==> config.mk <==
export PLATFORM = sky130hd
export DESIGN_NAME = gated_osc
export DESIGN_NICKNAME = d
export VERILOG_FILES = /design/src/rtl/osc_pkg.sv /design/src/rtl/osc_en_sync.sv /design/src/rtl/osc_half_gen.sv /design/src/rtl/osc_edge_replay.sv /design/src/rtl/gated_osc.sv
export SDC_FILE = /design/constraint.sdc
export NUM_CORES = 1
export LEC_CHECK = 0
export CAP_MARGIN = 20
export CORE_AREA = 5 5 42 44
export CTS_CLUSTER_SIZE = 30
export DETAILED_ROUTE_END_ITERATION = 10
export DIE_AREA = 0 0 47 49
export DONT_BUFFER_PORTS = 1
export PLACE_DENSITY = 0.44
export SLEW_MARGIN = 20
export SYNTH_ARGS = -nofsm -noshare
export SYNTH_HDL_FRONTEND = slang
export SYNTH_SLANG_ARGS = --single-unit
==> constraint.sdc <==
create_clock -name clk -period 1.3 [get_ports clk]
set_input_delay 0.13 -clock clk [delete_from_list [all_inputs] [get_ports clk]]
set_output_delay 0.13 -clock clk [all_outputs]
set_load 0.02 [all_outputs]
==> src/rtl/osc_pkg.sv <==
package osc_pkg;

   // Enable state as seen after synchronization
   typedef struct packed {
      logic idle;   // synchronized enable is deasserted (en_n high)
      logic start;  // single-cycle pulse on the high-to-low transition
   } en_evt_t;

   function automatic int cnt_width(input int n);
      return (n > 1) ? $clog2(n) : 1;
   endfunction

endpackage

==> src/rtl/osc_en_sync.sv <==
module osc_en_sync #(
   parameter int SYNC_STAGES = 2
) (
   input  logic              clk,
   input  logic              rst,
   input  logic              en_n,
   output osc_pkg::en_evt_t  evt
);
   localparam int MSB = SYNC_STAGES - 1;

   logic [MSB:0] chain;
   logic         prev_idle;

   always_ff @(posedge clk) begin
      if (rst) begin
         chain     <= '1;
         prev_idle <= 1'b1;
      end else begin
         chain     <= {chain[MSB-1:0], en_n};
         prev_idle <= chain[MSB];
      end
   end

   assign evt.idle  = chain[MSB];
   assign evt.start = prev_idle & ~chain[MSB];

endmodule

==> src/rtl/osc_half_gen.sv <==
module osc_half_gen #(
   parameter int HALF_CYCLES = 4
) (
   input  logic              clk,
   input  logic              rst,
   input  osc_pkg::en_evt_t  evt,
   output logic              prim_o
);
   localparam int           CW   = osc_pkg::cnt_width(HALF_CYCLES);
   localparam logic [CW-1:0] LAST = CW'(HALF_CYCLES - 1);

   logic [CW-1:0] cnt;

   always_ff @(posedge clk) begin
      if (rst || evt.idle) begin
         prim_o <= 1'b0;
         cnt    <= '0;
      end else if (evt.start) begin
         prim_o <= 1'b1;
         cnt    <= '0;
      end else if (cnt == LAST) begin
         prim_o <= ~prim_o;
         cnt    <= '0;
      end else begin
         cnt    <= cnt + CW'(1);
      end
   end

   AST_START_HIGH: assert property (@(posedge clk) disable iff (rst)
      evt.start |=> prim_o);
   AST_STOP_LOW: assert property (@(posedge clk) disable iff (rst)
      evt.idle |=> !prim_o);
   AST_PHASE_HOLD: assert property (@(posedge clk) disable iff (rst)
      (!evt.idle && !evt.start && cnt != LAST) |=> $stable(prim_o));

endmodule

==> src/rtl/osc_edge_replay.sv <==
module osc_edge_replay #(
   parameter int DELAY = 4
) (
   input  logic clk,
   input  logic rst,
   input  logic din,
   output logic dout
);
   generate
      if (DELAY == 1) begin : g_single
         logic q;
         always_ff @(posedge clk) begin
            if (rst) q <= 1'b0;
            else     q <= din;
         end
         assign dout = q;
      end else begin : g_chain
         logic [DELAY-1:0] sr;
         always_ff @(posedge clk) begin
            if (rst) sr <= '0;
            else     sr <= {sr[DELAY-2:0], din};
         end
         assign dout = sr[DELAY-1];
      end
   endgenerate

   // Checker: once the input has been steady for DELAY cycles, the output must match it
   localparam int QW = $clog2(DELAY + 1);
   logic [QW-1:0] quiet;
   logic          din_prev;

   always_ff @(posedge clk) begin
      if (rst) begin
         quiet    <= QW'(DELAY);
         din_prev <= 1'b0;
      end else begin
         din_prev <= din;
         if (din != din_prev)          quiet <= '0;
         else if (quiet != QW'(DELAY)) quiet <= quiet + QW'(1);
      end
   end

   AST_REPLAY_SETTLED: assert property (@(posedge clk) disable iff (rst)
      (quiet == QW'(DELAY)) |-> (dout == din_prev));

endmodule

==> src/rtl/gated_osc.sv <==
module gated_osc #(
   parameter int HALF_CYCLES = 4,
   parameter int SYNC_STAGES = 2
) (
   input  logic clk,
   input  logic rst,
   input  logic en_n,
   output logic osc_a,
   output logic osc_b
);
   generate
      if (HALF_CYCLES < 1) begin : g_bad_half
         $error("gated_osc: HALF_CYCLES must be at least 1");
      end
      if (SYNC_STAGES < 2) begin : g_bad_sync
         $error("gated_osc: SYNC_STAGES must be at least 2");
      end
   endgenerate

   osc_pkg::en_evt_t evt;

   osc_en_sync #(.SYNC_STAGES(SYNC_STAGES)) u_sync (
      .clk  (clk),
      .rst  (rst),
      .en_n (en_n),
      .evt  (evt)
   );

   osc_half_gen #(.HALF_CYCLES(HALF_CYCLES)) u_gen (
      .clk    (clk),
      .rst    (rst),
      .evt    (evt),
      .prim_o (osc_a)
   );

   osc_edge_replay #(.DELAY(HALF_CYCLES)) u_replay (
      .clk  (clk),
      .rst  (rst),
      .din  (osc_a),
      .dout (osc_b)
   );

   AST_RESET_LOW: assert property (@(posedge clk)
      rst |=> (!osc_a && !osc_b));

endmodule

==> flow_summary.toml, run 1 <==
[cts]
clock_path_buffers = 2
clkTransAtPathRegs_ns = 0.06
cts_made_buffers = 3
clkLatencyLatePin_ns = 0.24
cts_root_buf = "clkbuf_4"
cts_tree = "built"
cts_max_level = 1
cts_sinks = 10
post_cts_buffers = 0

[sta]
slew_headroom_pct = 80.6
hold_violations = 0
setup-tns-final_ns = 0
finalSetupViolCount = 0
fin_crit_ns = 1.22
worstMarginPinSlew_ns = 0.291
whs_ns = 0.0132
rsz0062_at_grt = "false"
max_freq_mhz = 816
skew_ns = 0.000450
timing.final.crit_share_pct = 94.2
slew_viol_final = 0

[yosys]
syn_avg_cell_area_um2 = 12.3
synth.net_count = 29
synth-seq-area-share_pct = 65.3
synth_mux_area_share_pct = 0
synth_top_family_by_area = "simple AND/OR/NAND/NOR gates"
synthAdderAreaFrac_pct = 4.08
synth_compound_area_share_pct = 1.63
ys_types = 10
ys_warn_count = 0
synth_xor_area_share_pct = 2.86
syn_area_um2 = 307
ys_ff_latch = 10
synth_simple_gate_area_share_pct = 23.7
synth_cells = 25

[drt]
vias = 168
viasPerCell = 3.65
routedWlPerCell_um = 7.65
drc = 0
drt_iter0_drc = 2
firstDrtPassIters = 2
routed_wl_um = 352
ant_nets = 0

[floorplan]
dieWidth_um = 47
rows = 14
core-area_mm2 = 0.00140
ios = 5
die_h_um = 49
start_util_pct = 21.9
dieArea_mm2 = 0.00230

[global_routing]
grt_pass1_vias = 155
grt.total_usage_pct = 3.96
grt_pass1_wl_um = 648
grt_max_degree = 8
grt_antenna_before_repair = 0
grt_overflow = 0

[critical_path]
required_ns = 1.49
slowest_delay_ns = 0.54
cp_slowest_cell = "or4_4"
critPathMaxFanout = 2
cp.arrival_ns = 1.41
path_cells = "ha_1 -> or4_4 -> nor2_1"
end_kind = "register"
cp.buffers_inverters = 0
critical_path.startpoint_type = "register"
critPathTopFamily = "simple AND/OR/NAND/NOR gates"
critPathKind = "register to register"

[power]
p_int_uw = 427
power_switching_uw = 88.9
p_per_area_mw_per_mm2 = 1400
p_clk_share_pct = 36.5
p_leak_uw = 0.000164
pwr-share-seq_pct = 61.2
ir_drop_uv = 701
p_comb_share_pct = 2.3
switching_share_pct = 17.2

[worst_hold_path]
min_path_type = "primary input to register"

[flow_run]
maxCapViolCount = 0

[layout]
drive_gt1_share_pct = 33.3
area_growth_pct = 20.4
antenna_cells = 0
fillers = 162
finalNetCount = 36

[placement]
port_buffers = 0
place_congestion = 0.659

[outcome]
status = "finished clean"
[synth_stat cells]
cell / instances / area [um2]
a21oi_1: 1 / 5.00
and2b_2: 4 / 35.0
dfxtp_1: 10 / 200
ha_1: 1 / 12.5
inv_1: 2 / 7.51
nor2_1: 2 / 7.51
or2_1: 1 / 6.26
or2_2: 2 / 12.5
or4_4: 1 / 11.3
xnor2_1: 1 / 8.76
[placed cells by master (no fill, tap or decap)]
cell / netlist / final
a21oi_1: 1 / 1
inv_1: 2 / 2
or2_1: 1 / 1
and2b_2: 4 / 4
nor2_1: 2 / 2
dfxtp_1: 10 / 10
or2_2: 2 / 2
or4_4: 1 / 1
xnor2_1: 1 / 1
dlygate4sd3_1: 0 / 2
clkbuf_4: 0 / 3
ha_1: 1 / 1
[power by group through the flow]
stage | sequential (uW) | clock [uW] | combinational (uW)
floorplan | 322 | 0 | 6.46
global placement | 323 | 0 | 6.86
detailed placement | 323 | 0 | 7.02
CTS | 316 | 194 | 12.0
global route | 316 | 215 | 13.5
finish | 316 | 188 | 11.9
[cells by family after synthesis]
| group | count (synthesis) |
|---|---|
| AND/OR/NAND/NOR | 10 |
| adder cells (fa/ha/maj) | 1 |
| XOR/XNOR | 1 |
| flip-flops | 10 |
| buffers and inverters | 2 |
| AO/OA/AOI/OAI | 1 |
[sequential cells by signal, indices dropped and copies added (netlist names)]
name and count:
u_gen.cnt 2, u_replay.g_chain.sr 4, u_sync.chain 2, u_sync.prev_idle 1
u_gen.prim_o 1
[worst reg2reg max path, cell delays in order, from the launching register on]
cell	delay, ns
dfxtp_1	0.31
ha_1	0.23
or4_4	0.54
nor2_1	0.09
[stage by stage]
step | setup WS (ns) | cells | cell area (um2) | util, % | power (uW)
global placement | 0.108 | 41 | 327 | 23.3 | 329
CTS | 0.0676 | 46 | 369 | 26.3 | 522
finish | 0.0752 | 46 | 369 | 26.3 | 516
detailed placement | 0.0809 | 41 | 327 | 23.3 | 330
global route | 0.0123 | 46 | 369 | 26.3 | 544
floorplan | 0.130 | 25 | 307 | - | 328
[final cells by class]
type	count	area, um2	share of cell area (%)
timing repair buffer	2	20.0	5.42
sequential	10	200	54.2
multi-input combinational	13	98.8	26.8
clock buffer	3	22.5	6.10
inverter	2	7.51	2.03
tap	16	20.0	5.42
[what timing repair did]
action                    in CTS  in global routing
gates resized for setup        0                  0
hold buffers                   2                  0
hold endpoints to repair       2                  0
[final timing paths]
| path | start | end | slack (ns) | cells after the start |
|---|---|---|---|---|
| max | u_gen.cnt[0]$_SDFF_PP0_ | u_gen.cnt[1]$_SDFF_PP0_ | 0.08 | 3 |
| min | rst | u_sync.prev_idle$_SDFF_PP1_ | 0.01 | 1 |
| max reg2reg | u_gen.cnt[0]$_SDFF_PP0_ | u_gen.cnt[1]$_SDFF_PP0_ | 0.08 | 3 |
| min reg2reg | u_sync.chain[0]$_SDFF_PP1_ | u_sync.chain[1]$_SDFF_PP1_ | 0.42 | 1 |
[routing by layer]
layer  up-vias  part of all wire (%)  global-route usage, %
li1         88                     -                      -
met1        73                    41                   4.44
met2         7                    43                   4.75
met3         0                    15                   4.43
met4         0                     0                   1.38
met5         -                     0                      0
Power figures use the tool's default switching activity.
==> run 2, diff against run 1 <==
RECOVER_POWER = 100   (was not set)
==> run 2 against run 1 <==
Effect of this change: die area is the same; cell count did not move; total power barely moved; routed wire length unchanged; critical endpoint unchanged; critical path type unchanged; count of clock-buffer cells in the layout stayed put; highest routed layer unchanged; sequential share of layout area stayed put; critical path depth unchanged; sequential power hardly changed; setup slack about the same; clock skew about the same; non-clock buffer count unchanged.
==> flow_summary.toml, run 2 (same netlist as run 1, synthesis figures left out) <==
[critical_path]
r2r_cells = 3
critical_path.startpoint_type = "register"
required_ns = 1.49
r2r_start = "u_gen.cnt[0]$_SDFF_PP0_"
end_kind = "register"
r2r_setup_slack_ns = 0.07
worstReg2RegEnd = "u_gen.cnt[1]$_SDFF_PP0_"
cp.arrival_ns = 1.41
critPathKind = "register to register"
critPathMaxFanout = 2

[layout]
largest_register_ffs = 4
final_area_um2 = 369
top_regs = "u_replay.g_chain.sr x4, u_gen.cnt x2, u_sync.chain x2"
antenna_cells = 0
area_growth_pct = 20.4
finalNetCount = 36
final_common_cell = "dfxtp_1"
layout_common_cells = "dfxtp_1 (10), and2b_2 (4), clkbuf_4 (3)"
largest_register = "u_replay.g_chain.sr"
drive_gt1_share_pct = 33.3

[cts]
cts_resized = 0
post_cts_buffers = 0
cts_root_buf = "clkbuf_4"
cts_made_buffers = 3
cts_max_level = 1
clkLatencyLatePin_ns = 0.24
cts_tree = "built"
cts_sinks = 10
clock_path_buffers = 2
clkTransAtPathRegs_ns = 0.06

[drt]
viasPerCell = 3.65
drt_iter0_drc = 2
routedWlPerCell_um = 7.65
firstDrtPassIters = 2
drc = 0
ant_nets = 0
routed_wl_um = 352
vias = 168

[global_routing]
grt_pass1_vias = 155
grt_antenna_before_repair = 0
grt.total_usage_pct = 3.96
grt_pass1_wl_um = 648
grt_max_degree = 8
grt_overflow = 0

[outcome]
status = "finished clean"

[sta]
finalSetupViolCount = 0
worstMarginPinSlew_ns = 0.291
slew_headroom_pct = 80.6
fin_crit_ns = 1.23
rsz0062_at_grt = "false"
setup-tns-final_ns = 0
max_freq_mhz = 816
whs_ns = 0.0407
hold_violations = 0
slew_viol_final = 0
timing.final.crit_share_pct = 94.2
skew_ns = 0.000463

[floorplan]
rows = 14
start_util_pct = 21.9
ios = 5
dieWidth_um = 47
dieArea_mm2 = 0.00230
die_h_um = 49
core-area_mm2 = 0.00140

[power]
ir_drop_uv = 701
p_clk_share_pct = 36.5
p_int_uw = 427
switching_share_pct = 17.2
pwr-share-seq_pct = 61.2
p_comb_share_pct = 2.3
p_per_area_mw_per_mm2 = 1400
finalPower_uw = 516
power_switching_uw = 88.9
p_leak_uw = 0.000164

[worst_hold_path]
hold_path_depth = 1
worstHoldEndpoint = "u_sync.prev_idle$_SDFF_PP1_"
min_path_type = "primary input to register"
hp-start = "rst"

[placement]
place_area_um2 = 327
port_buffers = 0
place_congestion = 0.659

[flow_run]
maxCapViolCount = 0
run 2: power by group through the flow:
stage / registers, uW / clock network, uW / logic (uW)
floorplan: 322 / 0 / 6.46
global placement: 323 / 0 / 6.86
detailed placement: 323 / 0 / 7.02
CTS: 316 / 194 / 12.0
global route: 316 / 215 / 13.5
finish: 316 / 188 / 11.8
run 2: worst max path at each step:
| stage | from | end | depth (start not counted) |
|---|---|---|---|
| final | u_gen.cnt[0]$_SDFF_PP0_ | u_gen.cnt[1]$_SDFF_PP0_ | 3 |
| after global routing | u_gen.cnt[0]$_SDFF_PP0_ | u_gen.cnt[0]$_SDFF_PP0_ | 3 |
| after CTS | u_gen.cnt[0]$_SDFF_PP0_ | u_gen.cnt[0]$_SDFF_PP0_ | 3 |
| after detailed placement | u_gen.cnt[0]$_SDFF_PP0_ | u_gen.cnt[0]$_SDFF_PP0_ | 3 |
| after global placement | u_gen.cnt[0]$_SDFF_PP0_ | u_gen.cnt[0]$_SDFF_PP0_ | 3 |
| after floorplan | u_gen.cnt[0]$_SDFF_PP0_ | u_gen.cnt[0]$_SDFF_PP0_ | 3 |
run 2: repair_timing:
action	4_1_cts	5_1_grt
hold buffers	2	0
endpoints found under the hold margin	2	0
endpoints found under the setup margin	0	0
run 2: final cells by class:
| type | instances | area [um2] |
|---|---|---|
| well taps | 16 | 20.0 |
| repair buffers | 2 | 20.0 |
| fillers | 162 | 1030 |
| multi-input cells | 13 | 98.8 |
| clock buffers | 3 | 22.5 |
| flip-flops and latches | 10 | 200 |
| inverters | 2 | 7.51 |
run 2: per-stage QoR:
step	utilization [%]	setup slack, ns	instances
6_report	26.3	0.0750	46
5_1_grt	26.3	0.0123	46
4_1_cts	26.3	0.0676	46
3_5_place_dp	23.3	0.0809	41
3_3_place_gp	23.3	0.108	41
2_1_floorplan	-	0.130	25
run 2: worst max-delay path: stages (launching register included):
cell,delay (ns)
dfxtp_1,0.31
ha_1,0.23
or4_4,0.54
nor2_1,0.09
run 2: routing by layer:
metal / part of all wire (%) / track usage, % / wire (um) / vias up
li1: - / - / - / 88
met1: 41 / 4.44 / 146 / 73
met2: 43 / 4.75 / 151 / 7
met3: 15 / 4.43 / 54 / 0
met4: 0 / 1.38 / 0 / 0
met5: 0 / 0 / 0 / -
